## config.mk

```make
export PLATFORM = sky130hd
export DESIGN_NAME = baud_timer
export DESIGN_NICKNAME = d
export VERILOG_FILES = /design/src/rtl/bt_pkg.sv /design/src/rtl/bt_regs.sv /design/src/rtl/bt_counter.sv /design/src/rtl/baud_timer.sv
export SDC_FILE = /design/constraint.sdc
export NUM_CORES = 1
export LEC_CHECK = 0
export BUFFER_PORTS_ARGS = -buffer_cell sky130_fd_sc_hd__buf_2
export CAP_MARGIN = 0
export CORE_MARGIN = 2
export CORE_UTILIZATION = 61
export CTS_BUF_LIST = sky130_fd_sc_hd__clkbuf_8
export CTS_CLUSTER_SIZE = 28
export DETAILED_ROUTE_END_ITERATION = 10
export GPL_TIMING_DRIVEN = 0
export PLACE_DENSITY = 0.88
export SYNTH_ARGS = -nofsm -noshare
export SYNTH_HDL_FRONTEND = slang
export SYNTH_HIERARCHICAL = 1
export SYNTH_SLANG_ARGS = --single-unit
```

## constraint.sdc

```tcl
create_clock -name clk -period 2.5 [get_ports clk]
set_input_delay 0.5 -clock clk [delete_from_list [all_inputs] [get_ports clk]]
set_output_delay 0.5 -clock clk [all_outputs]
set_load 0.01 [all_outputs]
```

## src/rtl/bt_pkg.sv

```systemverilog
package bt_pkg;
  // Control byte layout; the field order is the bit order software sees.
  typedef struct packed {
    logic       plus_mode;  // bit 7
    logic [1:0] rsvd;       // bits 6:5
    logic       int_en;     // bit 4
    logic       uf_flag;    // bit 3
    logic       clk_sel;    // bit 2
    logic       clear;      // bit 1
    logic       run;        // bit 0
  } ctrl_t;
endpackage

```

## src/rtl/bt_regs.sv

```systemverilog
module bt_regs
  import bt_pkg::*;
#(
  parameter int RLD_W  = 16,
  parameter int ADDR_W = 2
) (
  input  logic              clk,
  input  logic              rst,
  input  logic              bus_wr,
  input  logic              bus_rd,
  input  logic [ADDR_W-1:0] bus_addr,
  input  logic [7:0]        bus_wdata,
  output logic [7:0]        bus_rdata,
  input  logic              uf_evt,
  output logic [RLD_W-1:0]  reload,
  output logic              plus_mode,
  output logic              run,
  output logic              clr,
  output logic              irq
);
  localparam int NBYTES = RLD_W / 8;
  localparam logic [ADDR_W-1:0] CTRL_ADDR = ADDR_W'(NBYTES);

  ctrl_t wr_c;
  logic  wr_ctrl;
  logic  plus_q, ie_q, uf_q, cs_q, run_q, irq_q;
  logic  ie_d, uf_d;
  logic  unused_rsvd;
  logic [RLD_W-1:0] rld_q;
  logic [7:0]       rd_mux, rdata_q;

  assign wr_c        = ctrl_t'(bus_wdata);
  assign wr_ctrl     = bus_wr && (bus_addr == CTRL_ADDR);
  assign unused_rsvd = ^wr_c.rsvd;

  genvar g;
  generate
    for (g = 0; g < NBYTES; g++) begin : g_rld
      always_ff @(posedge clk) begin
        if (rst)
          rld_q[8*g +: 8] <= '0;
        else if (bus_wr && bus_addr == ADDR_W'(g))
          rld_q[8*g +: 8] <= bus_wdata;
      end
    end
  endgenerate

  always_comb begin
    ie_d = wr_ctrl ? wr_c.int_en : ie_q;
    if (uf_evt)                       uf_d = 1'b1;
    else if (wr_ctrl && !wr_c.uf_flag) uf_d = 1'b0;
    else                               uf_d = uf_q;
  end

  always_ff @(posedge clk) begin
    if (rst) begin
      plus_q <= 1'b0; ie_q <= 1'b0; uf_q <= 1'b0;
      cs_q   <= 1'b0; run_q <= 1'b0; irq_q <= 1'b0;
    end else begin
      if (wr_ctrl) begin
        plus_q <= wr_c.plus_mode;
        cs_q   <= wr_c.clk_sel;
        run_q  <= wr_c.run;
      end
      ie_q  <= ie_d;
      uf_q  <= uf_d;
      irq_q <= uf_d & ie_d;
    end
  end

  always_comb begin
    rd_mux = 8'h00;
    if (bus_addr == CTRL_ADDR)
      rd_mux = {plus_q, 2'b00, ie_q, uf_q, cs_q, 1'b0, run_q};
    else
      for (int i = 0; i < NBYTES; i++)
        if (bus_addr == ADDR_W'(i)) rd_mux = rld_q[8*i +: 8];
  end

  always_ff @(posedge clk) begin
    if (rst)         rdata_q <= 8'h00;
    else if (bus_rd) rdata_q <= rd_mux;
  end

  assign bus_rdata = rdata_q;
  assign reload    = rld_q;
  assign plus_mode = plus_q;
  assign run       = run_q;
  assign clr       = wr_ctrl && wr_c.clear;
  assign irq       = irq_q;

  assert_irq_follows_R9: assert property (@(posedge clk) disable iff (rst)
    irq == (uf_q && ie_q));

  assert_flag_sticky_R8: assert property (@(posedge clk) disable iff (rst)
    (uf_q && !(wr_ctrl && !wr_c.uf_flag)) |=> uf_q);

  assert_flag_sets_R8: assert property (@(posedge clk) disable iff (rst)
    uf_evt |=> uf_q);

  assert_rsvd_zero_R11: assert property (@(posedge clk) disable iff (rst)
    (bus_rd && bus_addr == CTRL_ADDR) |=> (bus_rdata[6:5] == 2'b00 && !bus_rdata[1]));
endmodule

```

## src/rtl/bt_counter.sv

```systemverilog
module bt_counter #(
  parameter int RLD_W = 16
) (
  input  logic             clk,
  input  logic             rst,
  input  logic [RLD_W-1:0] reload,
  input  logic             plus_mode,
  input  logic             run,
  input  logic             clr,
  output logic             baud_clk,
  output logic             uf_pulse
);
  logic [RLD_W-1:0] cnt_q;
  logic             baud_q, hold_q, pulse_q;

  always_ff @(posedge clk) begin
    if (rst) begin
      cnt_q <= '0; baud_q <= 1'b0; hold_q <= 1'b0; pulse_q <= 1'b0;
    end else begin
      pulse_q <= 1'b0;
      if (clr) begin
        cnt_q  <= reload;
        baud_q <= 1'b0;
        hold_q <= 1'b0;
      end else if (run) begin
        if (cnt_q != '0) begin
          cnt_q <= cnt_q - 1'b1;
        end else if (plus_mode && baud_q && !hold_q) begin
          hold_q <= 1'b1;            // stretch the high half by one cycle
        end else begin
          cnt_q   <= reload;         // new n is sampled only here
          baud_q  <= ~baud_q;
          hold_q  <= 1'b0;
          pulse_q <= baud_q;         // one pulse per period, at the fall
        end
      end
    end
  end

  assign baud_clk = baud_q;
  assign uf_pulse = pulse_q;

  assert_halt_holds_R5: assert property (@(posedge clk) disable iff (rst)
    (!run && !clr) |=> ($stable(baud_q) && !pulse_q));

  assert_pulse_on_fall_R7: assert property (@(posedge clk) disable iff (rst)
    $rose(pulse_q) |-> ($fell(baud_q)));

  assert_clear_lowers_R6: assert property (@(posedge clk) disable iff (rst)
    clr |=> (!baud_q && !pulse_q));

  assert_stretch_plus_R2: assert property (@(posedge clk) disable iff (rst)
    $rose(hold_q) |-> ($past(plus_mode) && baud_q));
endmodule

```

## src/rtl/baud_timer.sv

```systemverilog
module baud_timer #(
  parameter int RLD_W  = 16,
  parameter int ADDR_W = 2
) (
  input  logic              clk,
  input  logic              rst,
  input  logic              bus_wr,
  input  logic              bus_rd,
  input  logic [ADDR_W-1:0] bus_addr,
  input  logic [7:0]        bus_wdata,
  output logic [7:0]        bus_rdata,
  output logic              baud_clk,
  output logic              uflow_pulse,
  output logic              irq
);
  logic [RLD_W-1:0] reload;
  logic             plus_mode, run, clr, uf_evt;

  bt_regs #(.RLD_W(RLD_W), .ADDR_W(ADDR_W)) u_regs (
    .clk(clk), .rst(rst), .bus_wr(bus_wr), .bus_rd(bus_rd),
    .bus_addr(bus_addr), .bus_wdata(bus_wdata), .bus_rdata(bus_rdata),
    .uf_evt(uf_evt), .reload(reload), .plus_mode(plus_mode),
    .run(run), .clr(clr), .irq(irq)
  );

  bt_counter #(.RLD_W(RLD_W)) u_cnt (
    .clk(clk), .rst(rst), .reload(reload), .plus_mode(plus_mode),
    .run(run), .clr(clr), .baud_clk(baud_clk), .uf_pulse(uf_evt)
  );

  assign uflow_pulse = uf_evt;
endmodule

```

# Word level (Yosys, flattened, before mapping)

Index checks and enable logic that the tools add are counted.

Magnitude comparators: 0
Muxes and demuxes: 11
Shifts and indexed selects: 0
$add $sub $neg: 1
$mul: 0
Div/mod/pow operators: 0
Bitwise operators: 5
Reductions and logical operators: 17
Eq/ne operators: 3

Operators with widths:

| operator                                                              | number |
|---|---|
| 16-bit two-way mux                                                    | 4 |
| 8-bit two-way mux                                                     | 3 |
| 16-bit nonzero test                                                   | 1 |
| 16-bit by 1-bit subtractor with 16-bit output, second input constant  | 1 |
| 1-bit logical AND                                                     | 7 |
| 5-bit OR reduction                                                    | 1 |
| 1-bit two-way mux                                                     | 4 |
| 1-bit inverter                                                        | 4 |
| 2-bit AND reduction                                                   | 2 |
| 3-bit by 2-bit != test with 1-bit output, second input constant       | 1 |
| 3-bit AND reduction                                                   | 1 |
| 2-bit by 1-bit equality test with 1-bit output, second input constant | 1 |
| 2-bit equality test, second input constant                            | 1 |
| 1-bit logical NOT                                                     | 2 |
| 2-bit logical NOT                                                     | 1 |
| 2-bit nonzero test                                                    | 1 |
| 2-bit OR reduction                                                    | 1 |
| 1-bit AND                                                             | 1 |

Bits in latches: 0
Bits in writable memories: 0
Register bits: 49
ROM bits: 0
Memories: 0

# Logic depth before layout (Yosys ltp)

Gate-level depths: netlist (run 1).

Depth in word-level cells: 6
Mapped depth: 10
Mapped depth without buffers: 7

# Cells and area by module

The synthesis (run 1) kept the hierarchy.

By module, submodules not included:

| module     | area each (um^2) | times used | cells an instance |
|---|---|---|---|
| bt_counter | 1,277.5          | 1          | 156 |
| bt_regs    | 1,266.2          | 1          | 129 |

# Worst setup path before layout (run 1)

OpenSTA, ideal clock, no wires.

Path kind: register -> register
Start point: register u_cnt.cnt_q[0]
End point: register u_cnt.cnt_q[12]
Setup slack: 0.395 ns
Cell stages (with the launch flop): 11
Data arrival time: 1.980 ns
Data required time: 2.375 ns
Path buffers: 3
Library setup time: 0.125 ns
Clock period less this slack: 2.105 ns
Path through: dfxtp_1 inv_1 ha_1 or4b_1 and4b_1 buf_6 or2_4 buf_12 buf_12 mux2i_1 o22ai_2

Longest elaborated chain between the ends: 4
Elaborated cells between the ends (all ways): 7

Ends and longest elaborated chain:

| item                                                                                        | RTL line                           | text |
|---|---|---|
| from (decl)                                                                                 | bt_counter.sv:13                   | `logic [RLD_W-1:0] cnt_q;` |
| from (signal assigned)                                                                      | bt_counter.sv:22                   | `cnt_q <= reload;` |
| from (signal assigned)                                                                      | bt_counter.sv:27                   | `cnt_q <= cnt_q - 1'b1;` |
| from (signal assigned)                                                                      | bt_counter.sv:31                   | `cnt_q <= reload;` |
| 16-bit by 1-bit subtractor with 16-bit output / 16-bit nonzero test (equally long branches) | bt_counter.sv:27, bt_counter.sv:26 |  |
| 16-bit two-way mux                                                                          | bt_counter.sv:26                   | `if (cnt_q != '0) begin` |
| 16-bit two-way mux                                                                          | bt_counter.sv:25                   | `end else if (run) begin` |
| 16-bit two-way mux                                                                          | bt_counter.sv:21                   | `if (clr) begin` |

Several ways; a longest one is shown, not always the timed one. The select of a mux whose other input is x is not followed.
A chain may end at the register's enable or synchronous reset.

# Worst setup path in the final report (run 1)

Start point: register u_cnt.cnt_q[0]
End point: register u_cnt.cnt_q[4]

Same word-level chain as after synthesis.

==> results of run 1 <==
==> metrics by stage <==
stage | instance area [sq um] | total power, mW
2_1_floorplan | 2540 | 1.95
3_3_place_gp | 2730 | 2.18
3_5_place_dp | 2730 | 2.20
4_1_cts | 2820 | 2.68
5_1_grt | 2820 | 2.85
6_report | 2820 | 2.70
==> sequential cells by signal, summed over array words and instances, names as in the netlist <==
signal,flops
u_cnt/cnt_q,16
u_regs/reload,16
u_regs/bus_rdata,8
u_cnt/baud_clk,1
u_cnt/hold_q,1
u_cnt/uf_pulse,1
u_regs/cs_q,1
u_regs/ie_q,1
u_regs/irq,1
u_regs/plus_mode,1
u_regs/run,1
u_regs/uf_q,1
==> worst min path at each step <==
| stage | endpoint | cells past startpoint |
|---|---|---|
| after floorplan | u_regs/cs_q | 2 |
| after global placement | u_regs/cs_q | 2 |
| after detailed placement | u_regs/cs_q | 2 |
| after CTS | u_regs/reload[14] | 3 |
| after global routing | u_regs/reload[14] | 3 |
| final | u_regs/reload[14] | 3 |
==> per-layer routing <==
metal	global-route usage	vias up	part of all wire
li1	-	1090	-
met5	0	-	0
met4	0.0850	0	0.014
met1	0.382	1074	0.45
met3	0.0731	11	0.079
met2	0.418	98	0.46
==> power groups by stage <==
stage / Clock (mW) / Combinational, mW / Sequential [mW]
after global placement: 0 / 1.29 / 0.893
after detailed placement: 0 / 1.30 / 0.896
after global routing: 0.523 / 1.44 / 0.887
after CTS: 0.484 / 1.31 / 0.878
after floorplan: 0 / 1.06 / 0.885
final: 0.484 / 1.34 / 0.880
==> final cells by class <==
| type | count | area [sq um] |
|---|---|---|
| clock inverter | 1 | 7.51 |
| timing repair buffer | 24 | 120 |
| inverter | 4 | 15.0 |
| fill | 321 | 1180 |
| sequential | 49 | 981 |
| tap | 50 | 62.6 |
| multi-input combinational | 213 | 1410 |
| clock buffer | 6 | 82.6 |
| buffer | 19 | 140 |
==> logic make-up after synthesis <==
group / after synthesis / share of synthesized area
adder cells (fa/ha/maj): 2 / 0.00984
flip-flops: 49 / 0.386
buffers and inverters: 23 / 0.0610
AND/OR/NAND/NOR: 117 / 0.241
multiplexers: 33 / 0.132
AO/OA/AOI/OAI: 61 / 0.171
==> worst min-delay path: stages <==
cell and delay [ns]:
buf_2 0.08, mux2i_1 0.06, nor2_1 0.07
==> cell usage in the layout (no fill, tap or decap), types with 2 or more instances in the layout <==
cell type,count
o22ai_2,2
a21oi_1,23
nor4_1,10
nand3b_1,2
nor2b_1,4
or3_1,2
buf_6,2
or2_0,4
clkbuf_8,6
nor3_1,12
buf_12,2
inv_1,4
nand3_1,8
ha_1,2
nand2_1,23
o211ai_1,6
a311oi_2,4
nor2_1,36
a311oi_1,2
o22ai_1,6
mux2_2,4
o21ai_0,6
buf_2,29
buf_4,4
o21ai_1,3
mux2i_1,29
dfxtp_1,49
clkbuf_1,6
==> reports/qor.csv, run 1 <==
metric,value,unit
clock network power share,0.179,
RSZ-0062 raised after global routing,false,
root buffer cell,clkbuf_8,
pin count of the biggest net entering global routing,15,
Relative slew margins,0.484,
top-count cell post-synth,dfxtp_1,
total of max-cap violations,0,
share of cells above drive strength 1,0.203,
sw frac,0.388,
Ys Warns,6,
Inst Count DP,359,
Flop pwr share,0.326,
final core utilization,0.704,
synth top area cells,"dfxtp_1 39%, mux2i_1 11%, nor2_1 5.3%, a21oi_1 4.5%, nand2_1 3.4%",
critical path depth in cells,9,
mapped cell area,2540,sq um
Sw Pwr,1.05,mW
"area leader, netlist",dfxtp_1,
final cell count without fillers,366,
drt total wl,6.09,mm
"Data arrival, critical path",2.56,ns
peak supply drop,0.619,mV
Worst R2R End,u_cnt/cnt_q[4],
Final Net Count,332,
total global-route track usage,0.276,
Post-DP HPWL,4.45,mm
"EDFF count, synth",0,
cts repair resizes,0,
DR DRC count,0,
width of the die,68.6,microns
clk sink count,49,
Synth Net Count,301,
vias in the first global route,1970,
htree depth,2,
first-pass GRT wire length,9.58,mm
Startpoint Class,flop,
"Max FO, Critical Path",10,
Reg2Reg Setup Slack,0.13,ns
crit path from,u_cnt/cnt_q[0],
end point of the critical path,u_cnt/cnt_q[4],
Die ar.,4700,sq um
final setup margin,0.132,ns
Finish-stage setup viols,0,
crit share post-route,0.947,
"Seq/Total Area, Yosys",0.386,
synth cell count leaders,"49 x dfxtp_1, 36 x nor2_1, 29 x mux2i_1",
initial cell density of the core,0.636,
main flop type after synthesis,dfxtp_1,
combinational cell fraction of total power,0.495,
core area,4000,sq um
CTS clock-pin slew for the worst setup and hold paths,0.09,ns
FF-to-FF path depth,9,
crit-path cells,inv_1 > ha_1 > or4b_1 > and4b_1 > buf_6 > a21bo_4 > a21o_2 > buf_4 > o22ai_1,
CTS tree,done,
gr ovfl total,0,
Die H,68.6,microns
"Hold-fix buffers, CTS",0,
"Slew Viols, Final",0,
Pint,1.65,mW
CTS Buf Count,5,
Antenna Nets Post-Route,0,
WHS,0.443,ns
cells after synthesis,285,
path category of the worst min-delay check,input pin to flop,
Ports,25,
pre-CTS WS,-0.0683,ns
static leakage,1.18,nW
#FFs+latches synth,49,
Fmax,0.422,GHz
worst slew pin tran,0.767,ns
GPL Wtd Cong,0.977,
post-route minimum period,2.37,ns
CP Class,flop to flop,
n_diodes,0,
Worst setup EP type,flop,
"slowest stage delay, CP",0.46,ns
Via Count,2273,
critical path's slowest cell,or4b_1,
Fin. Hold Viols,0,
# rows,23,
Cell Pwr Density,959,nW/um^2
critical path data required time,2.69,ns
initial antenna violation count,0,
worst path buffer plus inverter count,3,
Iteration-0 DRC Markers,233,
mean area per synthesized cell,8.93,sq um
asr flop ratio synth,0,
setup_tns,0,ns
Crit path max-delay family,simple AND/OR/NAND/NOR gates,
worst-skew pair later-pin latency,0.31,ns
share of Yosys cell area claimed by the top area cell type,0.386,
RR Startpoint,u_cnt/cnt_q[0],
Worst Clk Skew,0.00955,ns
clk buf depth,2,
routed vias/inst,6.21,
Layout area overhead,10.7,%
Yosys cell types,52,
status,"complete, no violations",
drt pass-1 iters,5,
hold path start,bus_wdata[6],
setup bufs post-CTS,0,
Buffers on Ports,24,
drt wl/cell,16.6,microns
(Power assumes the default switching activity.)
==> run 2, diff against run 1 <==
- CAP_MARGIN: 0 -> 20
- CORE_ASPECT_RATIO: default -> 1.1
==> run 2 against run 1 <==
Worst hold slack improved by 0.0061 ns. Total power rose by 3.8%. Critical path depth did not move. Combinational power barely moved. Utilization rose by 0.71 points. Non-clock buffer count did not move. Cell count rose by 0.82%. Clock skew rose by 0.0039 ns. Cell area rose by 0.84%. Global-route usage rose by 1.4 points. Critical path type is now input pin to flop.
==> reports/qor.csv, run 2 (synthesis results as in run 1) <==
metric,value,unit,change
share of cells above drive strength 1,0.202,,-0.000639
CTS tree,done,,
post-route minimum period,2.34,ns,-0.0269 ns
Fmax,0.427,GHz,+1.2%
pre-CTS WS,-0.0843,ns,-0.0160 ns
routed vias/inst,6.33,,+2.0%
worst-skew pair later-pin latency,0.31,ns,about the same
first-pass GRT wire length,10.4,mm,+9.1%
final cell count without fillers,369,,+0.82%
peak supply drop,0.432,mV,-30%
CTS clock-pin slew for the worst setup and hold paths,0.10,ns,about the same
sw frac,0.383,,-0.00493
DR DRC count,0,,unchanged
GR Util met3,0.0628,,-0.0103
Ports,25,,unchanged
met2 GRT Util,0.461,,+0.0432
core area,3990,sq um,-0.16%
Layout area overhead,11.7,%,
total global-route track usage,0.290,,+0.0141
htree depth,2,,unchanged
critical path data required time,2.74,ns,+0.05 ns
vias in the first global route,2157,,+9.5%
Sw Pwr,1.07,mW,+2.5%
Final Net Count,332,,unchanged
static leakage,1.20,nW,+1.4%
Die H,71.7,microns,+4.6%
combinational cell fraction of total power,0.481,,-0.014
Top Usage Layer GRT,met2,,
Via Count,2337,,+2.8%
drt pass-1 iters,5,,unchanged
CTS Buf Count,5,,unchanged
critical path's slowest cell,nor2_1,,
Finish-stage setup viols,0,,unchanged
CP Class,input pin to flop,,
"slowest stage delay, CP",0.46,ns,about the same
cts repair resizes,0,,unchanged
pin count of the biggest net entering global routing,16,,+1
worst slew pin tran,0.760,ns,-0.00733 ns
initial antenna violation count,0,,unchanged
Iteration-0 DRC Markers,232,,-0.43%
Cell Pwr Density,987,nW/um^2,+2.9%
path category of the worst min-delay check,input pin to flop,,
Fin. Hold Viols,0,,unchanged
"commonest non-fill, non-tap cell in the layout",dfxtp_1,,
total of max-cap violations,0,,unchanged
CP dominant cell by count,buf_2,,
drt total wl,6.32,mm,+3.8%
Startpoint Class,input pin,,
met1 Resource Use GR,0.375,,-0.00695
"Data arrival, critical path",2.58,ns,+0.02 ns
# rows,24,,+4.3%
RSZ-0062 raised after global routing,false,,
clock network power share,0.204,,+0.025
width of the die,65.6,microns,-4.4%
"Slew Viols, Final",0,,unchanged
Antenna Nets Post-Route,0,,unchanged
gr ovfl total,0,,unchanged
initial cell density of the core,0.637,,+0.000996
crit share post-route,0.936,,-0.0108
Worst setup EP type,flop,,
status,"complete, no violations",,
Post-DP HPWL,4.53,mm,+1.7%
"Hold-fix buffers, CTS",0,,unchanged
Flop pwr share,0.314,,-0.012
Worst Clk Skew,0.0135,ns,+0.00393 ns
crit-path cells,buf_2 > buf_2 > and2b_2 > buf_4 > and3_1 > nor2_1 > clkbuf_1 > o211ai_1 > o21ai_1,,
clk sink count,49,,unchanged
Buffers on Ports,24,,unchanged
"Max FO, Critical Path",10,,unchanged
final setup margin,0.159,ns,+0.0270 ns
Inst Count DP,361,,+0.56%
drt wl/cell,17.1,microns,+2.9%
n_diodes,0,,unchanged
setup bufs post-CTS,0,,unchanged
root buffer cell,clkbuf_8,,
Relative slew margins,0.489,,+0.00493
GPL Wtd Cong,0.897,,-8.1%
Pint,1.73,mW,+4.6%
clk buf depth,2,,unchanged
most frequent cells in the layout,"49 x dfxtp_1, 36 x nor2_1, 29 x buf_2, 29 x mux2i_1",,
Die ar.,4700,sq um,about the same
## run 2: cell count changes in the layout (fill, tap and decap cells not counted), sizes merged
cell / previous run / this run
bufinv: 0 / 1
clkbuf: 12 / 11
clkinv: 0 / 1
clkinvlp: 1 / 0
inv: 4 / 5
## run 2: final timing paths
kind | slack, ns | startpoint | to | cells past startpoint
worst max-delay path | 0.16 | bus_addr[1] | u_cnt/cnt_q[9] | 9
worst min-delay path | 0.45 | bus_wdata[6] | u_regs/reload[14] | 3
worst max register to register | 0.18 | u_cnt/cnt_q[0] | u_cnt/cnt_q[12] | 7
worst min register to register | 0.48 | u_regs/cs_q | u_regs/cs_q | 2
## run 2: final cells by class
cell class / instances / area (sq um)
Inverter: 4 / 15.0
Tap cell: 52 / 65.1
Timing Repair Buffer: 24 / 120
Fill cell: 288 / 1150
Multi-Input combinational cell: 213 / 1410
Sequential cell: 49 / 981
Clock inverter: 3 / 42.5
Buffer: 19 / 140
Clock buffer: 5 / 68.8
## run 2: per-layer routing
layer	routed length, microns	up-vias
met1	2530	1099
li1	-	1093
met3	477	22
met5	0	-
met4	178	0
met2	3130	123
## run 2: critical path, delay by kind of cell
kind,cells,cell delay (ns)
AOI/OAI and AO/OA,2,0.29
buffers and inverters,4,0.88
and+or+nand+nor,3,0.92
## run 2: power groups by stage
stage	registers (mW)	logic, mW	clock network, mW
floorplan	0.885	1.06	0
global placement	0.895	1.29	0
detailed placement	0.897	1.31	0
CTS	0.879	1.32	0.573
global route	0.888	1.48	0.615
finish	0.881	1.35	0.573
## run 2: stage by stage
stage / util / hold slack, ns / cell area (sq um) / total power, mW / setup TNS (ns)
2_1_floorplan: - / 0.437 / 2540 / 1.95 / 0
3_3_place_gp: 0.683 / 0.447 / 2730 / 2.19 / -0.213
3_5_place_dp: 0.683 / 0.460 / 2730 / 2.20 / -0.567
4_1_cts: 0.711 / 0.449 / 2840 / 2.77 / 0
5_1_grt: 0.711 / 0.441 / 2840 / 2.98 / 0
6_report: 0.711 / 0.449 / 2840 / 2.80 / 0
